File: src/rtl/aai_pkg.sv
`timescale 1ns/1ps
package aai_pkg;
  localparam logic [7:0] OP_WRDI = 8'h04;
  localparam logic [7:0] OP_WREN = 8'h06;
  localparam logic [7:0] OP_EBSY = 8'h70;
  localparam logic [7:0] OP_DBSY = 8'h80;
  localparam logic [7:0] OP_AAI  = 8'hAD;

  localparam int LANES = 2;

  typedef struct packed {
    logic [7:0]         op;
    logic               has_addr;
    logic               pair;
    logic [8*LANES-1:0] data;
  } aai_frame_t;
endpackage

File: src/rtl/aai_frame_capture.sv
`timescale 1ns/1ps
module aai_frame_capture #(
  parameter int ADDR_W = 18
) (
  input  logic               clk,
  input  logic               rst_n,
  input  logic               op_stb,
  input  logic [7:0]         op_code,
  input  logic               addr_stb,
  input  logic [ADDR_W-1:0]  addr_in,
  input  logic               byte_stb,
  input  logic [7:0]         byte_in,
  output aai_pkg::aai_frame_t frm,
  output logic [ADDR_W-1:0]  f_addr
);
  import aai_pkg::*;

  logic [7:0]        op_q, op_d;
  logic              ha_q, ha_d;
  logic [1:0]        cnt_q, cnt_d;
  logic [ADDR_W-1:0] adr_q, adr_d;
  logic [8*LANES-1:0] lanes;

  always_comb begin
    op_d  = op_q;
    ha_d  = ha_q;
    cnt_d = cnt_q;
    adr_d = adr_q;
    if (op_stb) begin
      op_d  = op_code;
      ha_d  = 1'b0;
      cnt_d = 2'd0;
    end else begin
      if (addr_stb) begin
        adr_d = addr_in;
        ha_d  = 1'b1;
      end
      if (byte_stb && cnt_q != 2'd3) cnt_d = cnt_q + 2'd1;
    end
  end

  always_ff @(posedge clk or negedge rst_n) begin
    if (!rst_n) begin
      op_q  <= 8'h00;
      ha_q  <= 1'b0;
      cnt_q <= 2'd0;
      adr_q <= '0;
    end else begin
      op_q  <= op_d;
      ha_q  <= ha_d;
      cnt_q <= cnt_d;
      adr_q <= adr_d;
    end
  end

  for (genvar g = 0; g < LANES; g++) begin : g_lane
    logic [7:0] lane_q, lane_d;
    always_comb begin
      lane_d = lane_q;
      if (byte_stb && !op_stb && cnt_q == 2'(g)) lane_d = byte_in;
    end
    always_ff @(posedge clk or negedge rst_n) begin
      if (!rst_n) lane_q <= 8'h00;
      else        lane_q <= lane_d;
    end
    assign lanes[8*g +: 8] = lane_q;
  end

  assign frm.op       = op_q;
  assign frm.has_addr = ha_q;
  assign frm.pair     = (cnt_q == 2'(LANES));
  assign frm.data     = lanes;
  assign f_addr       = adr_q;
endmodule

File: src/rtl/aai_word_ptr.sv
`timescale 1ns/1ps
module aai_word_ptr #(
  parameter int WIDX_W = 17
) (
  input  logic              clk,
  input  logic              rst_n,
  input  logic              sel_start,
  input  logic [WIDX_W-1:0] start_idx,
  input  logic              adv,
  output logic [WIDX_W-1:0] tgt,
  output logic              tgt_top
);
  logic [WIDX_W-1:0] ptr_q, ptr_d;

  assign tgt     = sel_start ? start_idx : ptr_q;
  assign tgt_top = &tgt;

  always_comb begin
    ptr_d = ptr_q;
    if (adv) ptr_d = tgt + WIDX_W'(1);
  end

  always_ff @(posedge clk or negedge rst_n) begin
    if (!rst_n) ptr_q <= '0;
    else        ptr_q <= ptr_d;
  end
endmodule

File: src/rtl/aai_ryby_out.sv
`timescale 1ns/1ps
module aai_ryby_out (
  input  logic route_en,
  input  logic aai_on,
  input  logic cs_n,
  input  logic busy,
  output logic so_oe,
  output logic so_level
);
  assign so_oe    = route_en && aai_on && cs_n;
  assign so_level = !busy;
endmodule

File: src/rtl/aai_seq.sv
`timescale 1ns/1ps
module aai_seq #(
  parameter int ADDR_W = 18
) (
  input  logic              clk,
  input  logic              rst_n,
  input  logic              cs_n,
  input  logic              op_stb,
  input  logic [7:0]        op_code,
  input  logic              addr_stb,
  input  logic [ADDR_W-1:0] addr_in,
  input  logic              byte_stb,
  input  logic [7:0]        byte_in,
  input  logic              cmd_end,
  input  logic              prog_done,
  input  logic              prot_en,
  input  logic [ADDR_W-1:0] prot_floor,
  output logic              wr_req,
  output logic [ADDR_W-1:0] wr_addr,
  output logic [15:0]       wr_data,
  output logic              wel,
  output logic              aai_active,
  output logic              busy,
  output logic              so_oe,
  output logic              so_level
);
  import aai_pkg::*;

  localparam int WIDX_W = ADDR_W - 1;

  // reset: asserted asynchronously, released through two flops
  logic [1:0] rs_q;
  logic       srst_n;
  always_ff @(posedge clk or negedge rst_n) begin
    if (!rst_n) rs_q <= 2'b00;
    else        rs_q <= {rs_q[0], 1'b1};
  end
  assign srst_n = rs_q[1];

  aai_frame_t        frm;
  logic [ADDR_W-1:0] f_addr;

  aai_frame_capture #(.ADDR_W(ADDR_W)) u_cap (
    .clk(clk), .rst_n(srst_n),
    .op_stb(op_stb), .op_code(op_code),
    .addr_stb(addr_stb), .addr_in(addr_in),
    .byte_stb(byte_stb), .byte_in(byte_in),
    .frm(frm), .f_addr(f_addr)
  );

  logic wel_q, wel_d, aai_q, aai_d, route_q, route_d, busy_q, busy_d;
  logic req_q, req_d;
  logic [ADDR_W-1:0] waddr_q, waddr_d;
  logic [15:0]       wdata_q, wdata_d;

  logic aai_pkt, first_ok, cont_ok, issue, prot_hit, at_top;
  logic [WIDX_W-1:0] tgt;

  assign aai_pkt  = cmd_end && frm.op == OP_AAI && frm.pair && !busy_q;
  assign first_ok = aai_pkt && !aai_q && wel_q && frm.has_addr && !f_addr[0];
  assign cont_ok  = aai_pkt && aai_q;
  assign issue    = first_ok || cont_ok;

  aai_word_ptr #(.WIDX_W(WIDX_W)) u_ptr (
    .clk(clk), .rst_n(srst_n),
    .sel_start(!aai_q), .start_idx(f_addr[ADDR_W-1:1]),
    .adv(issue), .tgt(tgt), .tgt_top(at_top)
  );

  assign prot_hit = prot_en && ({tgt, 1'b0} >= prot_floor);

  always_comb begin
    wel_d   = wel_q;
    aai_d   = aai_q;
    route_d = route_q;
    req_d   = 1'b0;
    waddr_d = waddr_q;
    wdata_d = wdata_q;
    if (cmd_end) begin
      if (aai_q) begin
        if (frm.op == OP_WRDI) begin
          wel_d = 1'b0;
          aai_d = 1'b0;
        end else if (cont_ok && at_top) begin
          wel_d = 1'b0;
          aai_d = 1'b0;
        end
      end else begin
        case (frm.op)
          OP_WREN: wel_d   = 1'b1;
          OP_WRDI: wel_d   = 1'b0;
          OP_EBSY: route_d = 1'b1;
          OP_DBSY: route_d = 1'b0;
          default: ;
        endcase
        if (first_ok) begin
          aai_d = !at_top;
          if (at_top) wel_d = 1'b0;
        end
      end
    end
    if (issue && !prot_hit) begin
      req_d   = 1'b1;
      waddr_d = {tgt, 1'b0};
      wdata_d = frm.data;
    end
    if (req_d)          busy_d = 1'b1;
    else if (prog_done) busy_d = 1'b0;
    else                busy_d = busy_q;
  end

  always_ff @(posedge clk or negedge srst_n) begin
    if (!srst_n) begin
      wel_q   <= 1'b0;
      aai_q   <= 1'b0;
      route_q <= 1'b0;
      busy_q  <= 1'b0;
      req_q   <= 1'b0;
      waddr_q <= '0;
      wdata_q <= 16'h0000;
    end else begin
      wel_q   <= wel_d;
      aai_q   <= aai_d;
      route_q <= route_d;
      busy_q  <= busy_d;
      req_q   <= req_d;
      if (req_d) begin
        waddr_q <= waddr_d;
        wdata_q <= wdata_d;
      end
    end
  end

  aai_ryby_out u_ry (
    .route_en(route_q), .aai_on(aai_q), .cs_n(cs_n), .busy(busy_q),
    .so_oe(so_oe), .so_level(so_level)
  );

  assign wr_req     = req_q;
  assign wr_addr    = waddr_q;
  assign wr_data    = wdata_q;
  assign wel        = wel_q;
  assign aai_active = aai_q;
  assign busy       = busy_q;
endmodule

File: config.mk
export PLATFORM = sky130hd
export DESIGN_NAME = aai_seq
export DESIGN_NICKNAME = d
export VERILOG_FILES = /design/src/rtl/aai_pkg.sv /design/src/rtl/aai_frame_capture.sv /design/src/rtl/aai_word_ptr.sv /design/src/rtl/aai_ryby_out.sv /design/src/rtl/aai_seq.sv
export SDC_FILE = /design/constraint.sdc
export NUM_CORES = 1
export LEC_CHECK = 0
export CAP_MARGIN = 30
export CORE_ASPECT_RATIO = 0.5
export CORE_MARGIN = 2
export CORE_UTILIZATION = 50
export DETAILED_ROUTE_END_ITERATION = 8
export GPL_ROUTABILITY_DRIVEN = 0
export PLACE_DENSITY_LB_ADDON = 0.25
export RECOVER_POWER = 25
export SLEW_MARGIN = 10
export SYNTH_ARGS = -nofsm -noshare
export SYNTH_HDL_FRONTEND = slang
export SYNTH_SLANG_ARGS = --single-unit
File: constraint.sdc
create_clock -name clk -period 3.6 [get_ports clk]
set_clock_uncertainty 0.15 [all_clocks]
set_input_delay 0.36 -clock clk [delete_from_list [all_inputs] [get_ports clk]]
set_output_delay 0.36 -clock clk [all_outputs]
set_load 0.005 [all_outputs]
==> out/results.txt, run 1 <==
The flow ran to the end, but the final reports show violations. The checks that failed: capacitance limit, slew limit. The average instance in the mapped netlist occupies 12.2 sq um. Post-route cell area: 6370 sq um. The worst setup path is captured at a register. The run gives 9540 sq um as the core area. The logs give 0.516 for the portion of the post-synthesis area used by sequential elements and 4940 sq um for the netlist area before placement. The finished layout holds 651 standard cells, fillers aside. Type of element launching the critical path: a register. The global route total overflow was 0; the number of maximum-capacitance constraint violations was 1.

In this run, placement finished with an instance count of 635. The number of nets in the synthesized netlist is 490. The worst slew slack as a fraction of its limit is -0.574. The tools report the vias after detailed routing as 3,349. The antenna diode count is 0, and the boundary pin count is 101. Dividing total power by cell area gives a power density of 394 nW/um^2. The most common cell after layout, fill and taps aside was dfrtp_1. Wires add up to 9880 um. VDD sags by at most 0.251 mV. The worst hold path belongs to the class in2async. The clock-pin transition on the worst setup and hold timing paths came out at 0.08 ns. Dividing the detail-routed via count by the number of cells gives 5.14. For the endpoint arrival time on the critical path, the log shows 3.22 ns. From synthesis to final layout, the design area changed by 28.9%. The run gives 0 as the final setup violation count. The initial antenna violation count came out at 0. The share of the synthesized area in the top cell type was 0.516; the total negative setup slack was 0 ns.

The effective utilization at floorplan came out at 0.518. Once the clock tree was built, the resizer swapped 0 gates to a different size. For this block, the initial DRC count from the detailed router was 131. The peak fanout along the critical path was 21; the area of the die was 10,700 sq um.

The final period demand of the worst path was 3.14 ns; the fmax was 319 MHz. The DRC violation count after routing was 0. CTS placed an instance of clkbuf_16 at the clock tree root. The count of buffers from port buffering is 99. Global router's overall resource usage: 0.201.

The count of nets left with antenna violations once routing finished came out at 0. Clock tree synthesis inserted a total of 9 buffers. TritonCTS built the clock tree. Half-perimeter wire length of the detailed placement result: 7250 um.

The final cycle utilization of the critical path works out to 0.872. From bottom edge to top edge, the die measures 74.3 um. At the pin with the least slew margin, the transition time is 2.36 ns. The wire length of the first global-routing pass was 16,500 um. Summed over all cells, the static leakage comes to 0.00294 uW.

The worst path required time was 3.68 ns; the post-CTS repair timing setup buffer count was 0. The fraction of synthesis flops using an asynchronous set or reset pin was 1.00. The run gives 3 as the H-tree level count. The number of endpoints with negative hold slack in the final report was 0. Clock tree synthesis found a total of 102 sinks.

After synthesis, the netlist uses 48 different library cells. The proportion of layout cells with a drive suffix above 1 works out to 0.227. The largest net degree at the start of global routing was 62.

The die extent in x came out at 145 um. The via count of the first global-routing pass was 3,461; the final number of max-transition violations was 62. After the last flow step, the layout net total stands at 595.

The run gives 0.46 ns as the worst reg-to-reg setup slack. For the worst-skew pair, the clock arrives at the later sink with an insertion delay of 0.34 ns. The logs give 0 for the number of warnings issued by yosys and 406 for the number of instances in the synthesized netlist. The instance area at placement is 6080 sq um. The tools report the maximum count of clock buffers along a single path as 2. Top cell type by total area after synthesis: dfrtp_1. Type of the setup path with the least slack: reg2reg. The number of enable flip-flop cells after synthesis is 0. The top cell types in the final layout, fill and taps aside, are 102 x dfrtp_1, 98 x clkdlybuf4s50_1, 85 x mux2_2, 29 x inv_1, 27 x nand2_1.

Setup repair after global routing left no endpoint under its margin. The first detailed-routing pass took 5 iterations. For this run, the leading register cell type out of synthesis is dfrtp_1.

Dividing the detail-routed wire length by the instance count gives 15.2 um. Synthesis-stage register bit count: 102. In the post-synthesis netlist, the biggest area contributors are dfrtp_1 52%, mux2_2 19%, ha_1 5.8%, o21ai_0 2.3%, inv_1 2.2%. Standard-cell row count: 25. The run gives 0 as the number of hold-repair buffers added at the cts stage.
cells by family after synthesis:
| kind of cell | count (synthesis) | share of synthesized area |
|---|---|---|
| AOI/OAI and AO/OA | 51 | 0.0617 |
| xor gates and xnor gates | 14 | 0.0248 |
| adders and majority gates | 23 | 0.0582 |
| buffers and inverters | 41 | 0.0390 |
| DFF | 102 | 0.516 |
| muxes | 94 | 0.213 |
| other | 2 | 0.00152 |
| and+or+nand+nor | 79 | 0.0855 |
final cells by class:
cell class	count	area (sq um)
inverter	29	109
timing repair buffer	106	1040
tap	135	169
fill	762	3170
multi-input combinational	263	2200
clock buffer	10	239
sequential	102	2550
clock inverter	6	60.1
path summary, 6_finish.rpt:
check,from,end,depth (start not counted)
worst min register to register,rs_q[0]$_DFF_PN0_,rs_q[1]$_DFF_PN0_,0
worst max-delay path,aai_active$_DFFE_PN0P_,wr_data[7]$_DFFE_PN0P_,10
min in group clk,rs_q[0]$_DFF_PN0_,rs_q[1]$_DFF_PN0_,0
max in group asynchronous,rs_q[1]$_DFF_PN0_,wr_addr[7]$_DFFE_PN0P_,0
worst min-delay path,rst_n,rs_q[0]$_DFF_PN0_,1
worst max register to register,aai_active$_DFFE_PN0P_,wr_data[7]$_DFFE_PN0P_,10
synthesized netlist by cell type, types with 2 or more instances:
master	count
dfrtp_1	102
mux2_2	85
inv_1	29
nand2_1	27
ha_1	23
o21ai_0	23
a21oi_1	14
nor2_1	12
xnor2_1	12
nand3_1	7
mux2_1	5
and3_1	4
buf_6	4
clkbuf_1	4
mux2i_1	4
nand4_1	4
nor2b_1	4
nand2b_1	3
a211oi_1	2
a21boi_0	2
and4_1	2
buf_4	2
conb_1	2
nand3b_1	2
nor3_1	2
nor4b_1	2
or2_2	2
xor2_1	2
stage by stage:
step	hold WS, ns	utilization	setup slack, ns	total power, uW
2_1_floorplan	-0.0856	-	0.398	1450
3_3_place_gp	0.187	0.637	0.543	1560
3_5_place_dp	0.196	0.637	0.449	1570
4_1_cts	0.00578	0.669	0.436	2540
5_1_grt	0.0840	0.668	0.250	2630
6_report	0.0860	0.668	0.461	2510
state kept, by name, summed over array words and instances, names as in the netlist, 2 cells and up:
register,cells
u_cap.f_addr,18
u_ptr.ptr_q,17
wr_addr,17
u_cap.g_lane.lane_q,16
wr_data,16
u_cap.op_q,8
rs_q,2
u_cap.cnt_q,2
where the power goes:
| group | internal [uW] | switching (uW) | leakage, uW |
|---|---|---|---|
| combinational | 156 | 75.5 | 0.00147 |
| sequential | 1250 | 67.9 | 0.00132 |
| clock | 508 | 459 | 0.000149 |
critical path: stages (launching register included):
cell and delay (ns):
dfrtp_1 0.35, buf_4 0.22, mux2_2 0.40, ha_1 0.32
a21oi_1 0.15, o21ai_0 0.17, a211oi_1 0.28, o21ai_2 0.13
a21oi_4 0.16, buf_4 0.31, mux2_2 0.38
layer usage:
layer,global-route usage,wire (um),up-vias
met3,0.0567,510,13
met5,0,0,-
met4,0.0701,119,0
met1,0.266,4610,1632
met2,0.325,4630,73
li1,-,-,1631
(Power assumes the default switching activity.)
==> run 2, diff against run 1 <==
--- a/config.mk
+++ b/config.mk
@@ -13,7 +13,6 @@
 export GPL_ROUTABILITY_DRIVEN = 0
 export PLACE_DENSITY_LB_ADDON = 0.25
 export RECOVER_POWER = 25
-export SLEW_MARGIN = 10
 export SYNTH_ARGS = -nofsm -noshare
 export SYNTH_HDL_FRONTEND = slang
 export SYNTH_SLANG_ARGS = --single-unit
==> results of run 2 <==
Final layout, timing and power as in run 1 (identical DEF).
==> run 3, diff against run 2 <==
--- a/config.mk
+++ b/config.mk
@@ -7,7 +7,7 @@
 export LEC_CHECK = 0
 export CAP_MARGIN = 30
 export CORE_ASPECT_RATIO = 0.5
-export CORE_MARGIN = 2
+export CORE_MARGIN = 5
 export CORE_UTILIZATION = 50
 export DETAILED_ROUTE_END_ITERATION = 8
 export GPL_ROUTABILITY_DRIVEN = 0
==> out/results.txt, run 3 (same netlist as run 1, synthesis figures left out) <==
The clock-pin transition on the worst setup and hold timing paths is 0.07 ns (was 0.08 ns), and the average routed wire per standard cell is 15.8 um (was 15.2 um). The core area was 9540 sq um (unchanged); the die height was 80.3 um (was 74.3 um). The clock root buffer master was clkbuf_16 (unchanged). The tools report the fill cell instance count of the final layout as 734 (was 762).

For the DRC violation count after routing, the log shows 0 (unchanged). The maximum count of clock buffers along a single path is 2 (unchanged). The tools report the number of buffers inserted during clock tree synthesis as 9 (unchanged).

Type of the tightest min-delay check: in2async (unchanged). The final wirelength is 10,300 um (was 9880 um). Most common cell after layout, fill and taps aside: dfrtp_1 (unchanged). Count of buffers from port buffering: 99 (unchanged). The tools report the number of hold-repair buffers added at the cts stage as 0 (unchanged). The number of maximum-capacitance constraint violations was 1 (unchanged); the cell leakage power was 0.00294 uW (about the same). The final setup violation count is 0 (unchanged), and the standard-cell row count is 25 (unchanged). Start point of the critical path: aai_active$_DFFE_PN0P_ (unchanged).

For the global route total overflow, the log shows 0 (unchanged). The run gives 4 (was 5) as the number of optimization iterations in the first detailed-route pass. The antenna diode count was 0 (unchanged); the proportion of layout cells with a drive suffix above 1 was 0.228 (was 0.227). The total negative setup slack is 0 ns (unchanged). Commonest cells after routing, fill and taps aside: 102 x dfrtp_1, 97 x clkdlybuf4s50_1, 85 x mux2_2, 29 x inv_1, 27 x nand2_1 (was 102 x dfrtp_1, 98 x clkdlybuf4s50_1, 85 x mux2_2, 29 x inv_1, 27 x nand2_1). Critical path endpoint category: a register (unchanged). The type of the setup path with the least slack is reg2reg (unchanged). TritonCTS built the clock tree.

The final period demand of the worst path works out to 3.12 ns (was 3.14 ns). The number of flip-flops under the largest register name came out at 18 (unchanged). The run gives 149 (was 131) as the number of design-rule violations left by the first detailed-router iteration.

The initial antenna violation count was 1 (was 0). The logs give 3,600 (was 3,461) for the via count of the first global-routing pass and 596 (was 595) for the number of nets in the final layout. The run gives 0 (unchanged) as the post-CTS repair timing setup buffer count. The run gives 0 (unchanged) as the number of nets with antenna violations after routing.

The tools report the area of the die as 12,100 sq um (was 10,700 sq um). The worst-skew pair later-pin latency was 0.35 ns (was 0.34 ns); the worst vdd rail ir drop was 0.247 mV (was 0.251 mV). Largest net degree at the start of global routing: 58 (was 62). The startpoint of the worst register-to-register path was aai_active$_DFFE_PN0P_ (unchanged). The slew at the pin closest to its max-slew limit is 2.28 ns (was 2.36 ns), and the cell count after placement is 636 (was 635).

The worst path required time is 3.68 ns (about the same). The power per cell area was 391 nW/um^2 (was 394 nW/um^2); the area added between synthesis and finish was 28.9% (about the same). The die extent in x came out at 151 um (was 145 um). For the half-perimeter wire length of the detailed placement result, the log shows 7690 um (was 7250 um). The type of element launching the critical path was a register (unchanged). Number of non-filler instances in the completed layout: 652 (was 651). The peak fanout along the critical path is 18 (was 21).

The number of endpoints with negative hold slack in the final report is 0 (unchanged), and the clock sink total is 102 (unchanged). For the global router's overall resource usage, the log shows 0.184 (was 0.201). Wire length of the first global-routing pass: 17,300 um (was 16,500 um). The fmax was 320 MHz (was 319 MHz); the via count normalized by instance count was 5.16 (was 5.14). Post-cts resize count: 0 (unchanged).

Violated checks: capacitance limit, slew limit (unchanged). The effective utilization at floorplan came out at 0.518 (unchanged). The H-tree level count is 3 (unchanged). The final cycle utilization of the critical path is 0.867 (was 0.872), and the final number of max-transition violations is 58 (was 62).

The run finished, with violations left. The vias after detailed routing was 3,365 (was 3,349). The endpoint arrival time on the critical path was 3.20 ns (was 3.22 ns); the worst slew slack as a fraction of its limit was -0.517 (was -0.574). The power consumption was 2490 uW (was 2510 uW). Setup repair after global routing left no endpoint under its margin. Boundary pin count: 101 (unchanged).
-- run 3: cell type report --
class,instances,area [sq um],share of cell area
Inverter,29,109,0.0171
Sequential cell,102,2550,0.400
Clock buffer,9,225,0.0353
Tap cell,135,169,0.0265
Timing Repair Buffer,107,1050,0.165
Clock inverter,7,67.6,0.0106
Multi-Input combinational cell,263,2200,0.345
-- run 3: where the power goes --
| part | total [uW] | internal (uW) | switching (uW) |
|---|---|---|---|
| Clock | 944 | 487 | 456 |
| Sequential | 1320 | 1250 | 70.2 |
| Combinational | 233 | 156 | 77.3 |
| Total | 2490 | 1890 | 604 |
-- run 3: routing by layer --
metal,global-route usage,vias to the layer above,routed length [um]
met5,0,-,11
met2,0.295,86,4770
met1,0.243,1633,4750
met4,0.0488,2,128
met3,0.0575,14,657
li1,-,1630,-
-- run 3: critical path, stage by stage, from the launching register on --
cell and delay (ns):
dfrtp_1 0.35, buf_4 0.23, mux2_2 0.41, ha_1 0.32
nand4_1 0.16, a2111oi_0 0.45, a211oi_1 0.17, o21ai_2 0.12
a21oi_4 0.08, buf_4 0.23, mux2_1 0.33
-- run 3: path summary, 6_finish.rpt --
| path | end | slack (ns) | cells past startpoint |
|---|---|---|---|
| max | wr_addr[15]$_DFFE_PN0P_ | 0.48 | 10 |
| min | rs_q[0]$_DFF_PN0_ | 0.08 | 1 |
| max reg2reg | wr_addr[15]$_DFFE_PN0P_ | 0.48 | 10 |
| min reg2reg | rs_q[1]$_DFF_PN0_ | 0.21 | 0 |
| max in group asynchronous | u_cap.op_q[4]$_DFFE_PN0P_ | 1.16 | 0 |
| min in group clk | rs_q[1]$_DFF_PN0_ | 0.21 | 0 |
-- run 3: metrics by stage --
step | area (sq um) | hold slack (ns) | util | setup slack, ns
floorplan | 4940 | -0.0856 | - | 0.398
global placement | 6090 | 0.186 | 0.638 | 0.551
detailed placement | 6090 | 0.189 | 0.638 | 0.522
CTS | 6380 | 0.0124 | 0.669 | 0.475
global route | 6380 | 0.0740 | 0.668 | 0.251
finish | 6380 | 0.0844 | 0.668 | 0.479
